### src/rtl/brg_pkg.sv
package brg_pkg;
  localparam int TRIG_N  = 32;
  localparam int CNT_W   = 5;
  localparam int REG_W   = 32;
  localparam int ADDR_W  = 2;

  // control word field positions (software-visible layout)
  localparam int SEL_LSB  = 0;
  localparam int IE_BIT   = 8;
  localparam int GE_BIT   = 16;
  localparam int EDGE_LSB = 17;
  localparam int LEN_LSB  = 19;

  localparam logic [ADDR_W-1:0] ADR_CTRL = 2'd0;
  localparam logic [ADDR_W-1:0] ADR_STAT = 2'd1;
  localparam logic [ADDR_W-1:0] ADR_CLR  = 2'd2;

  typedef enum logic [1:0] {
    EDGE_NONE = 2'b00,
    EDGE_RISE = 2'b01,
    EDGE_FALL = 2'b10,
    EDGE_BOTH = 2'b11
  } edgeMode_t;

  typedef enum logic {
    ST_IDLE  = 1'b0,
    ST_BURST = 1'b1
  } genState_t;

  typedef struct packed {
    logic cntClear;
    logic cntInc;
    logic setOvr;
  } genStrobe_t;
endpackage

### src/rtl/brg_dpath.sv
module brg_dpath
  import brg_pkg::*;
#(
  parameter int NTRIG = TRIG_N,
  parameter int CW    = CNT_W
) (
  input  logic                clk,
  input  logic                rstN,
  input  logic [NTRIG-1:0]    trigIn,
  input  logic                regWrEn,
  input  logic [ADDR_W-1:0]   regAddr,
  input  logic [REG_W-1:0]    regWrData,
  output logic [REG_W-1:0]    regRdData,
  input  genStrobe_t          strobe,
  output logic                trigEvent,
  output logic                geBit,
  output logic                ieBit,
  output logic [CW-1:0]       lenCode,
  output logic [CW-1:0]       cnt,
  output logic                atLast,
  output logic                ovrFlag
);
  localparam int SEL_W = $clog2(NTRIG);

  logic [SEL_W-1:0] selReg;
  edgeMode_t        edgeReg;
  logic [NTRIG-1:0] prevVec;
  logic [NTRIG-1:0] riseVec;
  logic [NTRIG-1:0] fallVec;
  logic             ctrlWr;
  logic             clrHit;
  logic             unusedWr;

  assign ctrlWr   = regWrEn && (regAddr == ADR_CTRL);
  assign clrHit   = regWrEn && (regAddr == ADR_CLR) && regWrData[0];
  assign unusedWr = ^regWrData;

  // per-line edge detection, so a change of select never fakes an edge
  always_ff @(posedge clk or negedge rstN) begin
    if (!rstN) prevVec <= '0;
    else       prevVec <= trigIn;
  end

  for (genvar i = 0; i < NTRIG; i++) begin : g_edge
    assign riseVec[i] = trigIn[i] & ~prevVec[i];
    assign fallVec[i] = ~trigIn[i] & prevVec[i];
  end

  always_comb begin
    trigEvent = 1'b0;
    if (geBit) begin
      case (edgeReg)
        EDGE_RISE: trigEvent = riseVec[selReg];
        EDGE_FALL: trigEvent = fallVec[selReg];
        EDGE_BOTH: trigEvent = riseVec[selReg] | fallVec[selReg];
        default:   trigEvent = 1'b0;
      endcase
    end
  end

  // control word
  always_ff @(posedge clk or negedge rstN) begin
    if (!rstN) begin
      selReg  <= '0;
      ieBit   <= 1'b0;
      geBit   <= 1'b0;
      edgeReg <= EDGE_NONE;
      lenCode <= '0;
    end else if (ctrlWr) begin
      selReg  <= regWrData[SEL_LSB +: SEL_W];
      ieBit   <= regWrData[IE_BIT];
      geBit   <= regWrData[GE_BIT];
      edgeReg <= edgeMode_t'(regWrData[EDGE_LSB +: 2]);
      if (!geBit) lenCode <= regWrData[LEN_LSB +: CW];
    end
  end

  // request counter
  always_ff @(posedge clk or negedge rstN) begin
    if (!rstN)               cnt <= '0;
    else if (strobe.cntClear) cnt <= '0;
    else if (strobe.cntInc)   cnt <= cnt + 1'b1;
  end

  assign atLast = (cnt == lenCode);

  // sticky overrun flag, set has priority over clear
  always_ff @(posedge clk or negedge rstN) begin
    if (!rstN)             ovrFlag <= 1'b0;
    else if (strobe.setOvr) ovrFlag <= 1'b1;
    else if (clrHit)        ovrFlag <= 1'b0;
  end

  always_comb begin
    regRdData = '0;
    case (regAddr)
      ADR_CTRL: begin
        regRdData[SEL_LSB +: SEL_W] = selReg;
        regRdData[IE_BIT]           = ieBit;
        regRdData[GE_BIT]           = geBit;
        regRdData[EDGE_LSB +: 2]    = edgeReg;
        regRdData[LEN_LSB +: CW]    = lenCode;
      end
      ADR_STAT: regRdData[0] = ovrFlag;
      default:  regRdData = '0;
    endcase
  end
endmodule

### src/rtl/brg_ctrl.sv
module brg_ctrl
  import brg_pkg::*;
(
  input  logic       clk,
  input  logic       rstN,
  input  logic       geBit,
  input  logic       trigEvent,
  input  logic       dmaAck,
  input  logic       atLast,
  output genStrobe_t strobe,
  output logic       dmaReq
);
  genState_t state, nxtState;
  logic      pend, nxtPend;

  always_comb begin
    strobe   = '0;
    nxtState = state;
    nxtPend  = pend;
    if (!geBit) begin
      nxtState        = ST_IDLE;
      nxtPend         = 1'b0;
      strobe.cntClear = 1'b1;
    end else begin
      case (state)
        ST_IDLE: begin
          if (trigEvent) begin
            nxtState        = ST_BURST;
            strobe.cntClear = 1'b1;
          end
        end
        ST_BURST: begin
          if (trigEvent && !atLast) strobe.setOvr = 1'b1;
          if (dmaAck) begin
            if (atLast) begin
              strobe.cntClear = 1'b1;
              nxtPend         = 1'b0;
              if (!(pend || trigEvent)) nxtState = ST_IDLE;
            end else begin
              strobe.cntInc = 1'b1;
            end
          end else if (trigEvent && atLast) begin
            nxtPend = 1'b1;
          end
        end
        default: nxtState = ST_IDLE;
      endcase
    end
  end

  always_ff @(posedge clk or negedge rstN) begin
    if (!rstN) begin
      state <= ST_IDLE;
      pend  <= 1'b0;
    end else begin
      state <= nxtState;
      pend  <= nxtPend;
    end
  end

  assign dmaReq = (state == ST_BURST);
endmodule

### src/rtl/burst_req_gen.sv
module burst_req_gen
  import brg_pkg::*;
#(
  parameter int NTRIG = TRIG_N,
  parameter int CW    = CNT_W
) (
  input  logic              clk,
  input  logic              rstN,
  input  logic [NTRIG-1:0]  trigIn,
  input  logic              dmaAck,
  input  logic              regWrEn,
  input  logic [ADDR_W-1:0] regAddr,
  input  logic [REG_W-1:0]  regWrData,
  output logic [REG_W-1:0]  regRdData,
  output logic              dmaReq,
  output logic              irqOut,
  output logic              ovrFlag
);
  genStrobe_t    strobe;
  logic          trigEvent;
  logic          geBit;
  logic          ieBit;
  logic [CW-1:0] lenCode;
  logic [CW-1:0] cnt;
  logic          atLast;

  brg_dpath #(.NTRIG(NTRIG), .CW(CW)) u_dpath (
    .clk       (clk),
    .rstN      (rstN),
    .trigIn    (trigIn),
    .regWrEn   (regWrEn),
    .regAddr   (regAddr),
    .regWrData (regWrData),
    .regRdData (regRdData),
    .strobe    (strobe),
    .trigEvent (trigEvent),
    .geBit     (geBit),
    .ieBit     (ieBit),
    .lenCode   (lenCode),
    .cnt       (cnt),
    .atLast    (atLast),
    .ovrFlag   (ovrFlag)
  );

  brg_ctrl u_ctrl (
    .clk       (clk),
    .rstN      (rstN),
    .geBit     (geBit),
    .trigEvent (trigEvent),
    .dmaAck    (dmaAck),
    .atLast    (atLast),
    .strobe    (strobe),
    .dmaReq    (dmaReq)
  );

  assign irqOut = ovrFlag & ieBit;
endmodule

### config.mk
export PLATFORM = sky130hd
export DESIGN_NAME = burst_req_gen
export DESIGN_NICKNAME = d
export VERILOG_FILES = /design/src/rtl/brg_pkg.sv /design/src/rtl/brg_dpath.sv /design/src/rtl/brg_ctrl.sv /design/src/rtl/burst_req_gen.sv
export SDC_FILE = /design/constraint.sdc
export NUM_CORES = 1
export LEC_CHECK = 0
export ABC_AREA = 1
export BUFFER_PORTS_ARGS = -buffer_cell sky130_fd_sc_hd__buf_2
export CAP_MARGIN = 20
export CORE_ASPECT_RATIO = 0.7
export CORE_MARGIN = 10
export CORE_UTILIZATION = 30
export DETAILED_ROUTE_END_ITERATION = 8
export GPL_TIMING_DRIVEN = 1
export HOLD_SLACK_MARGIN = 0.05
export PLACE_DENSITY = 0.61
export SKIP_LAST_GASP = 1
export SYNTH_ARGS = -nofsm -noshare
export SYNTH_HDL_FRONTEND = slang
export SYNTH_HIERARCHICAL = 1
export SYNTH_SLANG_ARGS = --single-unit
### constraint.sdc
create_clock -name clk -period 4.7 [get_ports clk]
set_input_delay 0.235 -clock clk [delete_from_list [all_inputs] [get_ports clk]]
set_output_delay 0.235 -clock clk [all_outputs]
set_load 0.1 [all_outputs]
# After elaboration in Yosys (flattened, before gate mapping)
# Index checks and enable logic that the tools add are counted.
dict set report word_totals {
  output_inout_bits 35
  ff_bits 54
  inputBits 70
  elab_cells 198
}
dict set report op_classes {
  bitwise 132
  n_addsub 1
  n_eq_ne 9
  reduce_logical 12
  muxes 33
  n_lt_le_gt_ge 1
}
# operator n
set ops {}
lappend ops {{1-bit inverter} 66}
lappend ops {{1-bit bitwise AND} 65}
lappend ops {{1-bit two-way mux} 20}
lappend ops {{1-bit binary-select mux with 5-bit select} 2}
lappend ops {{5-bit two-way mux} 2}
lappend ops {{8-bit two-way mux} 1}
lappend ops {{2-bit equality test (second input constant)} 3}
lappend ops {{5-bit by 6-bit < comparator with 1-bit output (second input constant)} 1}
lappend ops {{2-bit two-way mux} 3}
lappend ops {{3-bit by 2-bit != test with 1-bit output (second input constant)} 2}
lappend ops {{1-bit case mux with 2 select lines} 3}
lappend ops {{5-bit by 1-bit adder with 5-bit output (second input constant)} 1}
lappend ops {{5-bit equality test} 1}
lappend ops {{1-bit logical AND} 5}
lappend ops {{2-bit by 1-bit equality test with 1-bit output (second input constant)} 2}
lappend ops {{4-bit two-way mux} 1}
lappend ops {{2-bit nonzero test} 2}
lappend ops {{1-bit case mux with 3 select lines} 1}
lappend ops {{3-bit AND reduction} 1}
lappend ops {{2-bit logical NOT} 1}
lappend ops {{2-bit by 1-bit != test with 1-bit output (second input constant)} 1}
lappend ops {{2-bit AND reduction} 1}
lappend ops {{1-bit logical NOT} 1}
lappend ops {{1-bit logical OR} 1}
lappend ops {{1-bit bitwise OR} 1}

# Depth between registers and ports, before layout
dict set report logic_depth {
  word_depth 13
  ltp_mapped 20
  depth_no_buf 19
}

# By module
# Netlist, hierarchy kept.
# mod n_inst cells_per_inst area_per_inst_um2
set by_module_without_submodules {}
lappend by_module_without_submodules {brg_dpath 1 364 2834.0}
lappend by_module_without_submodules {brg_ctrl 1 21 137.6}
lappend by_module_without_submodules {burst_req_gen 1 2 7.5}

# Worst setup path before layout
# Ideal clock, no wire load.
dict set report synth_timing {
  path_kind {reg-to-output}
  from {reg u_dpath.selReg[0]}
  to {out regRdData[0]}
  slack_ps 1791
  n_path_buf 1
  required_ps 4465
  path_stages_with_launch 4
  arrival_ps 2674
  cell_sequence {dfrtp_1 -> inv_1 -> buf_2 -> o21ai_0}
}
dict set report synth_between {
  elab_chain_cells 1
}
# element line_no
set synth_lines {}
lappend synth_lines {{start, declared} brg_dpath.sv:25} ;# logic [SEL_W-1:0] selReg;
lappend synth_lines {{start signal, assigned} brg_dpath.sv:70} ;# selReg <= regWrData[SEL_LSB +: SEL_W];
lappend synth_lines {{1-bit case mux with 2 select lines} brg_dpath.sv:96} ;# case (regAddr)
lappend synth_lines {{end, declared} burst_req_gen.sv:14} ;# output logic [REG_W-1:0] regRdData,
# Every way passes these cells.

==> impl_metrics.ini <==
[cells_and_area]
layout-area-overhead-vs-synth_pct = 16.7
nets = 521
final_area_um2 = 3480
final_layout_size_suffix_gt1_share_pct = 19.7
diodes = 0

[critical_path]
crit_required_ps = 4880
crit_fanout = 38
reg2reg_depth = 19
critical_path.max_stage_delay_ps = 660
regToRegStartpoint = u_dpath/selReg[0]
r2r_setup_slk_ps = 1250
critical_path.cell_chain = buf_4 -> inv_1 -> nand3_1 -> nand3_1 -> nand3_1 -> nand3_1 -> nand3_1 -> nand2_1 -> nand2_1 -> a21oi_2 -> inv_1 -> o211ai_1 -> nor2_1 -> inv_1 -> nand2_1 -> nor2_1 -> nand2_1 -> o21ai_0 -> a21oi_1
timing.critical_path.max_delay_family = simple AND/OR/NAND/NOR gates
cpMostUsedCell = nand3_1
criticalPathCategory = flip-flop to flip-flop
timing.critical_path.to_type = flip-flop
critical_path.n_buffers_inverters = 4
worstReg2RegEnd = u_dpath/cnt[4]
timing.critical_path.arrival_ps = 3640
critPathSlowestCell = inv_1
setup.worst_path.start_class = flip-flop

[clocking]
cts_hold_repair.buffers = 0
number_of_buffers_created_by_cts = 5
clock_insertion_delay_worst_skew_ps = 290
cts_root_buf = clkbuf_16
clock_sinks = 54
cts_tree = built
cts.repair_timing.setup_buffer_count = 0
post_cts_resize_count = 0
cts.reportedPaths.clkPinSlew_ps = 70
cts_max_level = 2
clock_path_buffers = 2

[grt]
globalRoute.totalOverflow = 0
antenna_found_initial = 2
first_global_vias = 2541
grt.total_usage_pct = 10.7
grt_pass1_wl_um = 12700
pin_count_of_the_biggest_net_entering_global_routing = 55

[synthesis]
syn_avg_cell_area_um2 = 7.70
netlist_top_cells_area = dfrtp_1, nand3_1, nand2_1
ys_seq_area_share_pct = 45.4
yosysTopAreaCellShare_pct = 45.4
synth_area_um2 = 2980
synth.largest_area_cell = dfrtp_1
yosys_warnings = 6
asyncSetResetFlopFracSynth_pct = 100
synth.top_cells.by_count = nand3_1, nand2_1, dfrtp_1, inv_1, nor2_1
synth.most_common_cell = nand3_1
synthCells = 387
synth.ff_latch_count = 54
ys.flop_type = dfrtp_1
yosysUniqueCellTypes = 31
number_of_enable_flip_flop_cells_after_synthesis = 0

[hold_path]
holdCritPathClass = primary input to async pin

[placed_design]
number_of_port_buffers = 68
gp_congestion = 0.789
total_half_perimeter_wirelength_after_legalization_and_detailed_placement_um = 6030
placed_area_um2 = 3310

[route]
wl_met1_um = 3690
detail_route.first_pass.iterations = 4
drc = 0
detailroute.via_count = 2620
postRouteAntennaNets = 0
routed_wire_length_per_instance_um = 13.7
met3_length_um = 393
wl_met2_um = 3800
vias_per_cell = 4.53
maxUsedRoutingLayer = met5
dr.first_iter.drc_count = 163
finalWirelength_um = 7960

[power]
p_leak_nw = 1.81
p_sw_share_pct = 39.2
power_density_nw_per_um2 = 408
p_int_w = 0.000863
power.sequential.fraction_pct = 38.4
vdd_ir_drop_max_mv = 0.149
p_clk_share_pct = 29.4
combinationalPowerShare_pct = 32.2
switchingPower_w = 0.000556

[die]
placement_rows = 30
die_h_um = 103
start_util_pct = 30.8
dieArea_um2 = 14400
core_region_area_um2 = 9680
dieWidth_um = 139
number_of_primary_i_o_pins = 105

[sta]
finClkSkew_ps = 8.92
timing.final.max_slew_violations = 0
timing.final.setup_violations = 0
min_period_over_period_pct = 73.5
tightest_slew_ps = 840
timing.final.hold_violations = 0
max-slew-margin-rel_pct = 44.0
finalWorstPathRequiredPeriod_ps = 3450
max_freq_mhz = 289
timing.setup.tns_ps = 0
grt_setup_unrepaired = false

[flow_run]
reported_max_cap_violation_count = 0

[outcome]
run_status = finished, final reports clean
-- how the worst max path moves through the flow --
stage | cells past startpoint | to | slack [ps] | startpoint
after floorplan | 3 | regRdData[0] | 1790 | u_dpath/selReg[0]
after global placement | 19 | u_dpath/cnt[4] | 1310 | u_dpath/selReg[0]
after detailed placement | 19 | u_dpath/cnt[4] | 1200 | u_dpath/selReg[0]
after CTS | 19 | u_dpath/cnt[4] | 1140 | u_dpath/selReg[0]
after global routing | 19 | u_dpath/cnt[4] | 700 | u_dpath/selReg[0]
final | 19 | u_dpath/cnt[4] | 1250 | u_dpath/selReg[0]
-- registers in the layout, indices dropped and copies added (netlist names) --
signal,cells
u_ctrl/dmaReq,1
u_ctrl/pend,1
u_dpath/cnt,5
u_dpath/edgeReg,2
u_dpath/geBit,1
u_dpath/ieBit,1
u_dpath/lenCode,5
u_dpath/ovrFlag,1
u_dpath/prevVec,32
u_dpath/selReg,5
-- power groups by stage --
stage	Sequential (W)	Clock [W]	Combinational [W]
floorplan	0.000559	0	0.000376
global placement	0.000552	0	0.000452
detailed placement	0.000553	0	0.000459
CTS	0.000545	0.000427	0.000460
global route	0.000550	0.000445	0.000503
finish	0.000545	0.000418	0.000457
-- through the flow --
stage	hold WS [ps]	cells	util (%)	setup WS (ps)	power, W
3_5_place_dp	358	571	34.2	1200	0.00101
2_1_floorplan	-60.6	404	-	1790	0.000935
6_report	55.2	579	35.9	1250	0.00142
3_3_place_gp	359	571	34.2	1310	0.00100
4_1_cts	50.5	579	35.9	1140	0.00143
5_1_grt	50.6	579	35.9	696	0.00150
-- area by class of cell --
cell class              count  area (um^2)
well taps                 128          160
multi-input cells         263         1230
flip-flops and latches     54         1350
fillers                  1044         6210
repair buffers             70          355
inverters                  56          213
clock inverters             3         40.0
clock buffers               5          125
-- layer usage --
| metal | global-route usage (%) | vias to the layer above |
|---|---|---|
| met4 | 2.64 | 4 |
| li1 | - | 1328 |
| met5 | 0 | - |
| met1 | 14.0 | 1230 |
| met2 | 17.1 | 50 |
| met3 | 3.15 | 8 |
-- cells in the final DEF, fill, tap and decap left out, types with 5 or more instances in the layout --
| master | Yosys | layout |
|---|---|---|
| nand2_1 | 60 | 60 |
| nor2_1 | 43 | 43 |
| a21oi_1 | 8 | 8 |
| nand3_1 | 79 | 79 |
| clkbuf_16 | 0 | 5 |
| conb_1 | 1 | 18 |
| buf_2 | 3 | 68 |
| inv_1 | 54 | 54 |
| dfrtp_1 | 54 | 54 |
| o21ai_0 | 33 | 33 |
-- cells by family after synthesis --
family / Yosys count / synth area share, %
buf+inv: 87 / 15.4
fa+ha+maj: 1 / 0.420
compound gates: 50 / 9.45
simple gates: 192 / 28.6
other cells: 1 / 0.126
xor+xnor: 2 / 0.588
flops: 54 / 45.4
Note: power is estimated with default switching activity, not from simulation.
